===== src/rtl/bar_dec_pkg.sv =====
package bar_dec_pkg;

  typedef enum logic {
    WIN_MEM = 1'b0,
    WIN_IO  = 1'b1
  } win_kind_e;

  // Low-bit mask of a given width, used to clear type bits from a base.
  function automatic logic [31:0] low_mask(input int bits);
    logic [31:0] m;
    m = '0;
    for (int b = 0; b < 32; b++) begin
      if (b < bits) m[b] = 1'b1;
    end
    return m;
  endfunction

endpackage


===== src/rtl/bar_cfg_regs.sv =====
module bar_cfg_regs
  import bar_dec_pkg::*;
#(
  parameter int NUM_BARS = 6,
  parameter int ADDR_W   = 32,
  parameter int CFG_W    = 8,
  parameter int BAR0_OFF = 16,
  parameter int IO_LOW   = 2,
  parameter int MEM_LOW  = 4
) (
  input  logic                           clk,
  input  logic                           rst,
  input  logic                           wr_en,
  input  logic [CFG_W-1:0]               wr_off,
  input  logic [ADDR_W-1:0]              wr_data,
  output logic [NUM_BARS-1:0][ADDR_W-1:0] base_o,
  output logic [NUM_BARS-1:0]            io_o
);

  localparam int SPAN = NUM_BARS * 4;
  localparam logic [CFG_W-1:0] OFF_LO = CFG_W'(BAR0_OFF);
  localparam logic [CFG_W-1:0] OFF_HI = CFG_W'(BAR0_OFF + SPAN);
  localparam logic [ADDR_W-1:0] IO_CLR  = ADDR_W'(low_mask(IO_LOW));
  localparam logic [ADDR_W-1:0] MEM_CLR = ADDR_W'(low_mask(MEM_LOW));

  logic [CFG_W-1:0]  rel_off;
  logic [CFG_W-1:0]  slot;
  logic              in_block;
  win_kind_e         kind;
  logic [ADDR_W-1:0] clean_base;

  // Offset to slot mapping: consecutive 32-bit words from the first window.
  always_comb begin
    rel_off  = wr_off - OFF_LO;
    slot     = rel_off >> 2;
    in_block = (wr_off >= OFF_LO) && (wr_off < OFF_HI);
  end

  // Type bit picks how many low bits are stripped from the base.
  always_comb begin
    kind       = wr_data[0] ? WIN_IO : WIN_MEM;
    clean_base = (kind == WIN_IO) ? (wr_data & ~IO_CLR) : (wr_data & ~MEM_CLR);
  end

  for (genvar i = 0; i < NUM_BARS; i++) begin : g_slot
    logic sel_here;
    assign sel_here = wr_en && in_block && (slot == CFG_W'(i));

    always_ff @(posedge clk) begin
      if (rst) begin
        base_o[i] <= '0;
        io_o[i]   <= 1'b0;
      end else if (sel_here) begin
        base_o[i] <= clean_base;
        io_o[i]   <= (kind == WIN_IO);
      end
    end

    AST_WRITE_LANDS: assert property (@(posedge clk) disable iff (rst)
      (wr_en && (wr_off >= OFF_LO) && (wr_off < OFF_HI) &&
       (((wr_off - OFF_LO) >> 2) == CFG_W'(i)))
      |=> (io_o[i] == $past(wr_data[0])) &&
          (base_o[i][ADDR_W-1:MEM_LOW] == $past(wr_data[ADDR_W-1:MEM_LOW])));

    AST_TYPE_BITS_CLEAR: assert property (@(posedge clk) disable iff (rst)
      io_o[i] ? (base_o[i][IO_LOW-1:0] == '0) : (base_o[i][MEM_LOW-1:0] == '0));
  end

  AST_OUTSIDE_IGNORED: assert property (@(posedge clk) disable iff (rst)
    (wr_en && ((wr_off < OFF_LO) || (wr_off >= OFF_HI)))
    |=> ($stable(base_o) && $stable(io_o)));

endmodule


===== src/rtl/bar_window.sv =====
module bar_window #(
  parameter int                ADDR_W = 32,
  parameter logic [ADDR_W-1:0] SIZE   = '0
) (
  input  logic [ADDR_W-1:0] base_i,
  input  logic [ADDR_W-1:0] addr_i,
  output logic              match_o,
  output logic [ADDR_W-1:0] offset_o
);

  assign offset_o = addr_i - base_i;

  if (SIZE == '0) begin : g_empty
    assign match_o = 1'b0;
  end else begin : g_live
    logic [ADDR_W:0] end_x;
    // One extra bit keeps a window that ends at the top of the space from wrapping.
    assign end_x   = {1'b0, base_i} + {1'b0, SIZE};
    assign match_o = (addr_i >= base_i) && ({1'b0, addr_i} < end_x);
  end

endmodule


===== src/rtl/bar_prio_sel.sv =====
module bar_prio_sel #(
  parameter int NUM_BARS = 6,
  parameter int ADDR_W   = 32,
  parameter int IDX_W    = 3
) (
  input  logic [NUM_BARS-1:0]             match_i,
  input  logic [NUM_BARS-1:0][ADDR_W-1:0] offs_i,
  output logic                            hit_o,
  output logic [IDX_W-1:0]                idx_o,
  output logic [ADDR_W-1:0]               off_o
);

  // Scan from the top down so the lowest matching window is taken last.
  always_comb begin
    hit_o = 1'b0;
    idx_o = '1;
    off_o = '0;
    for (int k = NUM_BARS - 1; k >= 0; k--) begin
      if (match_i[k]) begin
        hit_o = 1'b1;
        idx_o = IDX_W'(k);
        off_o = offs_i[k];
      end
    end
  end

endmodule


===== src/rtl/bar_decoder.sv =====
module bar_decoder #(
  parameter int NUM_BARS = 6,
  parameter int ADDR_W   = 32,
  parameter int CFG_W    = 8,
  parameter int BAR0_OFF = 16,
  parameter int IO_LOW   = 2,
  parameter int MEM_LOW  = 4,
  parameter logic [NUM_BARS-1:0][ADDR_W-1:0] BAR_SIZE = {
    32'h1000_0000, 32'h0000_0020, 32'h0000_0000,
    32'h0001_0000, 32'h0000_0100, 32'h0000_1000
  }
) (
  input  logic                          clk,
  input  logic                          rst,
  input  logic                          cfg_wr_en,
  input  logic [CFG_W-1:0]              cfg_off,
  input  logic [ADDR_W-1:0]             cfg_wdata,
  input  logic [ADDR_W-1:0]             lookup_addr,
  output logic                          hit,
  output logic [$clog2(NUM_BARS+1)-1:0] hit_idx,
  output logic [ADDR_W-1:0]             hit_off,
  output logic [NUM_BARS-1:0]           bar_is_io
);

  localparam int IDX_W = $clog2(NUM_BARS + 1);

  logic [NUM_BARS-1:0][ADDR_W-1:0] win_base;
  logic [NUM_BARS-1:0][ADDR_W-1:0] win_off;
  logic [NUM_BARS-1:0]             win_match;

  bar_cfg_regs #(
    .NUM_BARS(NUM_BARS), .ADDR_W(ADDR_W), .CFG_W(CFG_W),
    .BAR0_OFF(BAR0_OFF), .IO_LOW(IO_LOW), .MEM_LOW(MEM_LOW)
  ) u_regs (
    .clk(clk), .rst(rst), .wr_en(cfg_wr_en), .wr_off(cfg_off),
    .wr_data(cfg_wdata), .base_o(win_base), .io_o(bar_is_io)
  );

  for (genvar i = 0; i < NUM_BARS; i++) begin : g_win
    bar_window #(.ADDR_W(ADDR_W), .SIZE(BAR_SIZE[i])) u_win (
      .base_i(win_base[i]), .addr_i(lookup_addr),
      .match_o(win_match[i]), .offset_o(win_off[i])
    );
  end

  bar_prio_sel #(.NUM_BARS(NUM_BARS), .ADDR_W(ADDR_W), .IDX_W(IDX_W)) u_sel (
    .match_i(win_match), .offs_i(win_off),
    .hit_o(hit), .idx_o(hit_idx), .off_o(hit_off)
  );

  AST_MISS_REPORTS_NONE: assert property (@(posedge clk) disable iff (rst)
    !hit |-> (hit_idx == '1) && (hit_off == '0));

  AST_HIT_IDX_RANGE: assert property (@(posedge clk) disable iff (rst)
    hit |-> (hit_idx < IDX_W'(NUM_BARS)));

  AST_LOWEST_WINS: assert property (@(posedge clk) disable iff (rst)
    hit |-> ((win_match & ((NUM_BARS'(1) << hit_idx) - NUM_BARS'(1))) == '0));

  AST_HIT_HAS_MATCH: assert property (@(posedge clk) disable iff (rst)
    hit |-> (win_match != '0));

endmodule


===== config.mk =====
export PLATFORM = sky130hd
export DESIGN_NAME = bar_decoder
export DESIGN_NICKNAME = d
export VERILOG_FILES = /design/src/rtl/bar_dec_pkg.sv /design/src/rtl/bar_cfg_regs.sv /design/src/rtl/bar_window.sv /design/src/rtl/bar_prio_sel.sv /design/src/rtl/bar_decoder.sv
export SDC_FILE = /design/constraint.sdc
export NUM_CORES = 1
export LEC_CHECK = 0
export ABC_CLOCK_PERIOD_IN_PS = 5700
export BUFFER_PORTS_ARGS = -buffer_cell sky130_fd_sc_hd__buf_2
export CAP_MARGIN = 20
export CORE_UTILIZATION = 40
export CTS_BUF_LIST = sky130_fd_sc_hd__clkbuf_4
export CTS_CLUSTER_DIAMETER = 100
export DETAILED_ROUTE_END_ITERATION = 10
export PLACE_DENSITY = 0.67
export SLEW_MARGIN = 25
export SYNTH_ARGS = -nofsm -noshare
export SYNTH_HDL_FRONTEND = slang
export SYNTH_SLANG_ARGS = --single-unit
export TNS_END_PERCENT = 5

===== constraint.sdc =====
create_clock -name clk -period 5.7 [get_ports clk]
set_clock_uncertainty 0.1 [all_clocks]
set_input_delay 0.57 -clock clk [delete_from_list [all_inputs] [get_ports clk]]
set_output_delay 0.57 -clock clk [all_outputs]
set_load 0.03 [all_outputs]

Word level (Yosys, flattened, before mapping)
Index checks and enable logic that the tools add are counted.
W data, S select, Z words.
- add/sub/neg operators: 11
- order comparisons: 12
- eq/ne operators: 5
- muxes and demuxes: 17
- reduce and logical (&&, ||, !) cells: 14
- operators with widths (kind ; count):
    $lt A32 B33 Y1 ; 5
    $ge A32 B32 Y1 ; 5
    $mux W32 ; 5
    $sub A32 B32 Y32 ; 5
    $add A32 B13 Y33 const B ; 1
    $add A32 B17 Y33 const B ; 1
    $add A32 B29 Y33 const B ; 1
    $add A32 B6 Y33 const B ; 1
    $add A32 B9 Y33 const B ; 1
    $logic_and A1 B1 Y1 ; 13
    $eq A6 B2 Y1 const B ; 2
    $eq A6 B3 Y1 const B ; 2
    $mux W3 ; 3
    $ge A8 B5 Y1 const B ; 1
    $logic_not A8 Y1 ; 1
    $lt A8 B6 Y1 const B ; 1
    $sub A8 B5 Y8 const B ; 1
    $eq A6 B1 Y1 const B ; 1
    $mux W1 ; 6
    $mux W2 ; 2
    $mux W4 ; 1
- register bits after elaboration: 166
- input bits: 75
- output and inout bits: 42
- logic and storage cells: 70

Logic depth before layout (Yosys ltp)
- depth in word-level cells: 8
- depth in mapped cells: 20
- mapped depth without buffers: 19

Cells and area by module
From an unflattened synthesis, not the netlist that was laid out.
- cell total of the unflattened synthesis: 3154
- area total of the unflattened synthesis: 24493.5 µm²
- by module, submodules not included (module ; times used ; cells each ; area each (µm²) ; seq. area each (µm²)):
    bar_cfg_regs ; 1 ; 656 ; 7365.8 ; 3723.6
    bar_window at g_win[4].u_win ; 1 ; 425 ; 2972.9 ; 0.0
    bar_window at g_win[1].u_win ; 1 ; 409 ; 2797.7 ; 0.0
    bar_window at g_win[2].u_win ; 1 ; 392 ; 2705.1 ; 0.0
    bar_window at g_win[0].u_win ; 1 ; 389 ; 2688.8 ; 0.0
    bar_window at g_win[5].u_win ; 1 ; 329 ; 2189.6 ; 0.0
    bar_prio_sel ; 1 ; 273 ; 1923.1 ; 0.0
    bar_window at g_win[3].u_win ; 1 ; 281 ; 1850.5 ; 0.0

Least setup slack after synthesis
No wires, ideal clock.
- kind: reg-to-output
- start: register u_regs.base_o[133] in the netlist's numbering
- end: output port hit_off[7]
- data arrival time: 4242 ps
- data required time: 5030 ps
- slack: 788 ps
- cell stages (with the launch flop): 19
- path through: dfxtp_1 -> ha_1 -> nand4_1 -> nor2b_1 -> and2_1 -> and3_1 -> and2_1 -> nand4_1 -> xnor2_1 -> ha_1 -> nand4_1 -> o211a_1 -> a2bb2oi_1 -> a2bb2oi_1 -> nand2_1 -> clkbuf_1 -> a41oi_1 -> mux2_2 -> a221oi_1
- longest elaborated chain between the ends: 7
- elaborated cells on any way between the ends: 9
- ends and longest elaborated chain (element ; RTL line ; RTL):
    start: declaration ; bar_cfg_regs.sv:16 ; output logic [NUM_BARS-1:0][ADDR_W-1:0] base_o,
    start signal: indexed assignment ; bar_cfg_regs.sv:54 ; base_o[i] <= clean_base;
    $add A32 B6 Y33 ; bar_window.sv:18 ; assign end_x = {1'b0, base_i} + {1'b0, SIZE};
    $lt A32 B33 Y1 ; bar_window.sv:19 ; assign match_o = (addr_i >= base_i) && ({1'b0, addr_i} < end_x);
    $logic_and A1 B1 Y1 ; bar_window.sv:19 ;
    $mux W32 * (4 in series) ; bar_prio_sel.sv:19 ; if (match_i[k]) begin
    end: declaration ; bar_decoder.sv:21 ; output logic [ADDR_W-1:0] hit_off,
Every way passes the cells marked *; elsewhere a longest branch is shown, timed or not.

Final worst setup path
- start: register u_regs.base_o[80] in the netlist's numbering
- end: output port hit_off[25]
- longest elaborated chain between the ends: 6
- elaborated cells on any way between the ends: 8
- ends and longest elaborated chain (element ; RTL line):
    $add A32 B17 Y33 ; bar_window.sv:18
    $lt A32 B33 Y1 ; bar_window.sv:19
    $logic_and A1 B1 Y1 ; bar_window.sv:19
    $mux W32 * (3 in series) ; bar_prio_sel.sv:19
Marked as above.

==> reports/results.ini <==
[synth]
synth_fp_nets = 2875
syn_inst = 2549
synth_async_sr_flop_share_pct = 0
synth_edf_count = 0
synthFlopType = dfxtp_1
yosys_warnings = 0
ys_seq_area_share_pct = 17.2
synthDistinctLibCells = 84
ys_ff_latch = 156
synth.avg_cell_area_sq_um = 7.14
syn-cell-area_sq_um = 18200

[worst_setup_path]
slowest_stage = a222oi_1
worstPathCellList = inv_1 -> nor4_4 -> buf_4 -> and3_2 -> nand2_1 -> nor3_1 -> xnor2_1 -> ha_1 -> nand3_1 -> or2_2 -> nor2_2 -> o31ai_1 -> nand3_1 -> a221oi_4 -> nand2_4 -> buf_12 -> nor2_2 -> a311oi_4 -> a222oi_1 -> buf_4
cp.required_ps = 5030
crit_path_max_fanout = 18
crit_path_start_kind = flip-flop
cp-end-kind = output pin
slowest_delay_ps = 520
critPathKind = flip-flop to output pin
worstPathArrival_ps = 4980

[drt]
wl_mm = 66.7
wl_per_cell_um = 20.3
ant_nets = 0
drtIter0Drc = 1751
drt-pass1-iter-count = 6
num_vias = 19200
avgViaCountPerCell = 5.85
drc = 0

[grt]
grt_max_degree = 99
antenna_found_initial = 1
grt_pass1_vias = 18100
grt_usage_pct = 28.1
grt_pass1_wl_mm = 102
grt-ovfl-total = 0

[die]
coreArea_sq_um = 44500
initial_core_util_pct = 40.9
num_rows = 77
chipHeight_um = 215
io_pins = 117
dieArea_sq_um = 46300
die_w_um = 215

[placed_design]
gp_congestion = 1.01
place_hpwl_mm = 53.8
pre_cts_slack_ps = -97.7
portBuffers = 113

[pwr]
cellLeakagePower_nw = 7.63
pwr_density_cell_nw_per_um2 = 155
ir_worst_vdd_v = 0.000135

[timing]
hold_viol_final = 0
grt_setup_unrepaired = true
fin_crit_ps = 5650
tightest_slew_ps = 826
fin_crit_sh_pct = 99.1
fmax_ghz = 0.177
finalSetupViolCount = 0
setup_slack_ps = 51.6
slew_viol_final = 0
slew_headroom_pct = 44.3

[final_layout]
area_growth_pct = 14.1
drive_gt1_share_pct = 12.9
finish.utilization_pct = 46.6
final_nets = 2998

[cts]
clkTransAtPathRegs_ps = 160
h-tree-depth = 4
root_buffer = clkbuf_4
cts_tree = done
numClockSinks = 156
clock_latency_ps = 680
cts_made_buffers = 17
clk_path_buf_depth = 2

[run_status]
outcome = finished clean

[run]
cap_violations = 0

[hold_path]
hold_path_class = input pin to flip-flop

[worst paths after layout]
kind,end,slack (ps),depth (start not counted),start
worst max-delay path,hit_off[25],50,20,u_regs.base_o[80]$_SDFFE_PP0P_
worst min-delay path,u_regs.base_o[82]$_SDFFE_PP0P_,90,3,cfg_wdata[18]
worst max register to register,u_regs.base_o[89]$_SDFFE_PP0P_,4790,2,u_regs.base_o[89]$_SDFFE_PP0P_
worst min register to register,u_regs.base_o[4]$_SDFFE_PP0P_,360,2,u_regs.base_o[4]$_SDFFE_PP0P_
[cell usage after synthesis (all sizes together), types with 8 or more instances]
cell type,count,share of area [%]
nor3,46,1.3
o21ai,95,2.6
and2,17,0.58
o21bai,20,0.83
nor4,16,0.63
o21a,28,1.2
a211o,8,0.39
o211ai,23,0.98
o22ai,13,0.45
nor2b,21,0.72
xor2,45,2.2
buf,9,0.26
a21oi,327,9.0
and4,16,0.77
nand2b,23,0.79
nand3,59,1.6
o31ai,12,0.50
inv,191,3.9
xnor2,164,7.9
a221oi,8,0.48
ha,246,17
clkbuf,75,1.5
and3,23,0.82
nand2,430,8.9
nor2,143,2.9
a31oi,33,1.1
a21boi,11,0.47
or2,9,0.31
nand4,59,2.0
a211oi,32,1.4
o221ai,8,0.39
dfxtp,156,17
a21o,78,3.2
[timing repair]
| action | 4_1_cts | 5_1_grt |
|---|---|---|
| resized for setup | 83 | 83 |
| gates cloned | 1 | 2 |
| hold buffers | 0 | 0 |
| pin swaps | 15 | 29 |
| endpoints found under the setup margin | 36 | 33 |
| buffers inserted | 13 | 12 |
[power by group]
part | internal (mW) | leakage [nW] | switching, mW | total (mW)
clock network | 0.258 | 0.141 | 0.479 | 0.737
logic | 0.509 | 6.22 | 0.868 | 1.38
registers | 1.09 | 1.27 | 0.00332 | 1.09
total | 1.86 | 7.63 | 1.35 | 3.21
[logic make-up (layout without fill, tap and decap cells)]
kind of cell | count (synthesis) | count (layout) | synth area share [%]
other | 0 | 3 | 0
XOR/XNOR | 209 | 209 | 10.1
AND/OR/NAND/NOR | 886 | 886 | 22.6
multiplexers | 10 | 10 | 0.578
flip-flops | 156 | 156 | 17.2
buffers and inverters | 275 | 411 | 5.75
AO/OA/AOI/OAI | 762 | 762 | 26.4
adder cells (fa/ha/maj) | 251 | 251 | 17.5
[sequential cells by signal, summed over array words and instances (netlist names)]
register and cells:
u_regs.base_o 150, u_regs.io_o 6
[through the flow]
stage / total power [mW] / cells / hold slack [ps] / area [sq um] / setup TNS, ps
global placement: 2.34 / 3216 / 339 / 19500 / -34.3
global route: 3.36 / 3279 / 60.5 / 20800 / -1440
CTS: 3.15 / 3262 / 36.7 / 20300 / -142
floorplan: 1.93 / 2549 / 336 / 18200 / 0
detailed placement: 2.35 / 3216 / 347 / 19500 / -298
finish: 3.21 / 3280 / 90.9 / 20800 / 0
[layer usage]
| layer | up-vias | track usage (%) | part of all wire (%) |
|---|---|---|---|
| met3 | 119 | 2.89 | 6.3 |
| met2 | 673 | 46.5 | 46 |
| li1 | 9331 | - | - |
| met5 | - | 0 | 0 |
| met4 | 0 | 10.0 | 3.2 |
| met1 | 9066 | 37.7 | 45 |
[area by class of cell]
class	count	area, sq um
antenna	3	7.51
clock buffer	17	128
clock inverter	15	148
fill	4578	23800
inverter	191	719
multi-input combinational	2118	14500
sequential	156	3170
tap	592	741
timing repair buffer	188	1330
[cells in the final DEF, fill, tap and decap left out, types with 7 or more instances in the layout]
| master | synthesis | final |
|---|---|---|
| clkbuf_4 | 0 | 20 |
| xnor2_1 | 164 | 163 |
| o31ai_1 | 12 | 9 |
| nand2_2 | 1 | 7 |
| o21a_1 | 28 | 28 |
| a31oi_1 | 33 | 28 |
| o211ai_1 | 22 | 22 |
| nor4_1 | 15 | 8 |
| xor2_1 | 45 | 45 |
| or2_2 | 7 | 7 |
| o21bai_1 | 20 | 20 |
| a21boi_0 | 9 | 9 |
| a211o_1 | 8 | 7 |
| nor2b_1 | 21 | 20 |
| dfxtp_2 | 0 | 12 |
| nand4_1 | 59 | 59 |
| buf_6 | 1 | 11 |
| a21o_1 | 78 | 78 |
| nor3_1 | 45 | 39 |
| nand3_1 | 59 | 55 |
| buf_2 | 5 | 96 |
| a21oi_1 | 326 | 322 |
| nand2b_1 | 23 | 23 |
| o21ai_0 | 94 | 90 |
| a211oi_1 | 31 | 27 |
| nor2_1 | 143 | 136 |
| ha_1 | 246 | 244 |
| nand2_1 | 428 | 421 |
| o22ai_1 | 13 | 12 |
| dfxtp_4 | 0 | 8 |
| dfxtp_1 | 156 | 136 |
| buf_4 | 0 | 70 |
| inv_1 | 189 | 189 |
| and2_1 | 17 | 12 |
| and4_1 | 16 | 13 |
| and3_1 | 22 | 20 |
[critical path: cells and delay by family, from the launching register on]
family	cells	cell delay, ps
and+or+nand+nor	10	1590
AOI/OAI and AO/OA	4	1140
buffers and inverters	4	720
DFF	1	400
adders and majority gates	1	270
xor gates and xnor gates	1	150
No activity file was read; power rests on OpenSTA's default activity.
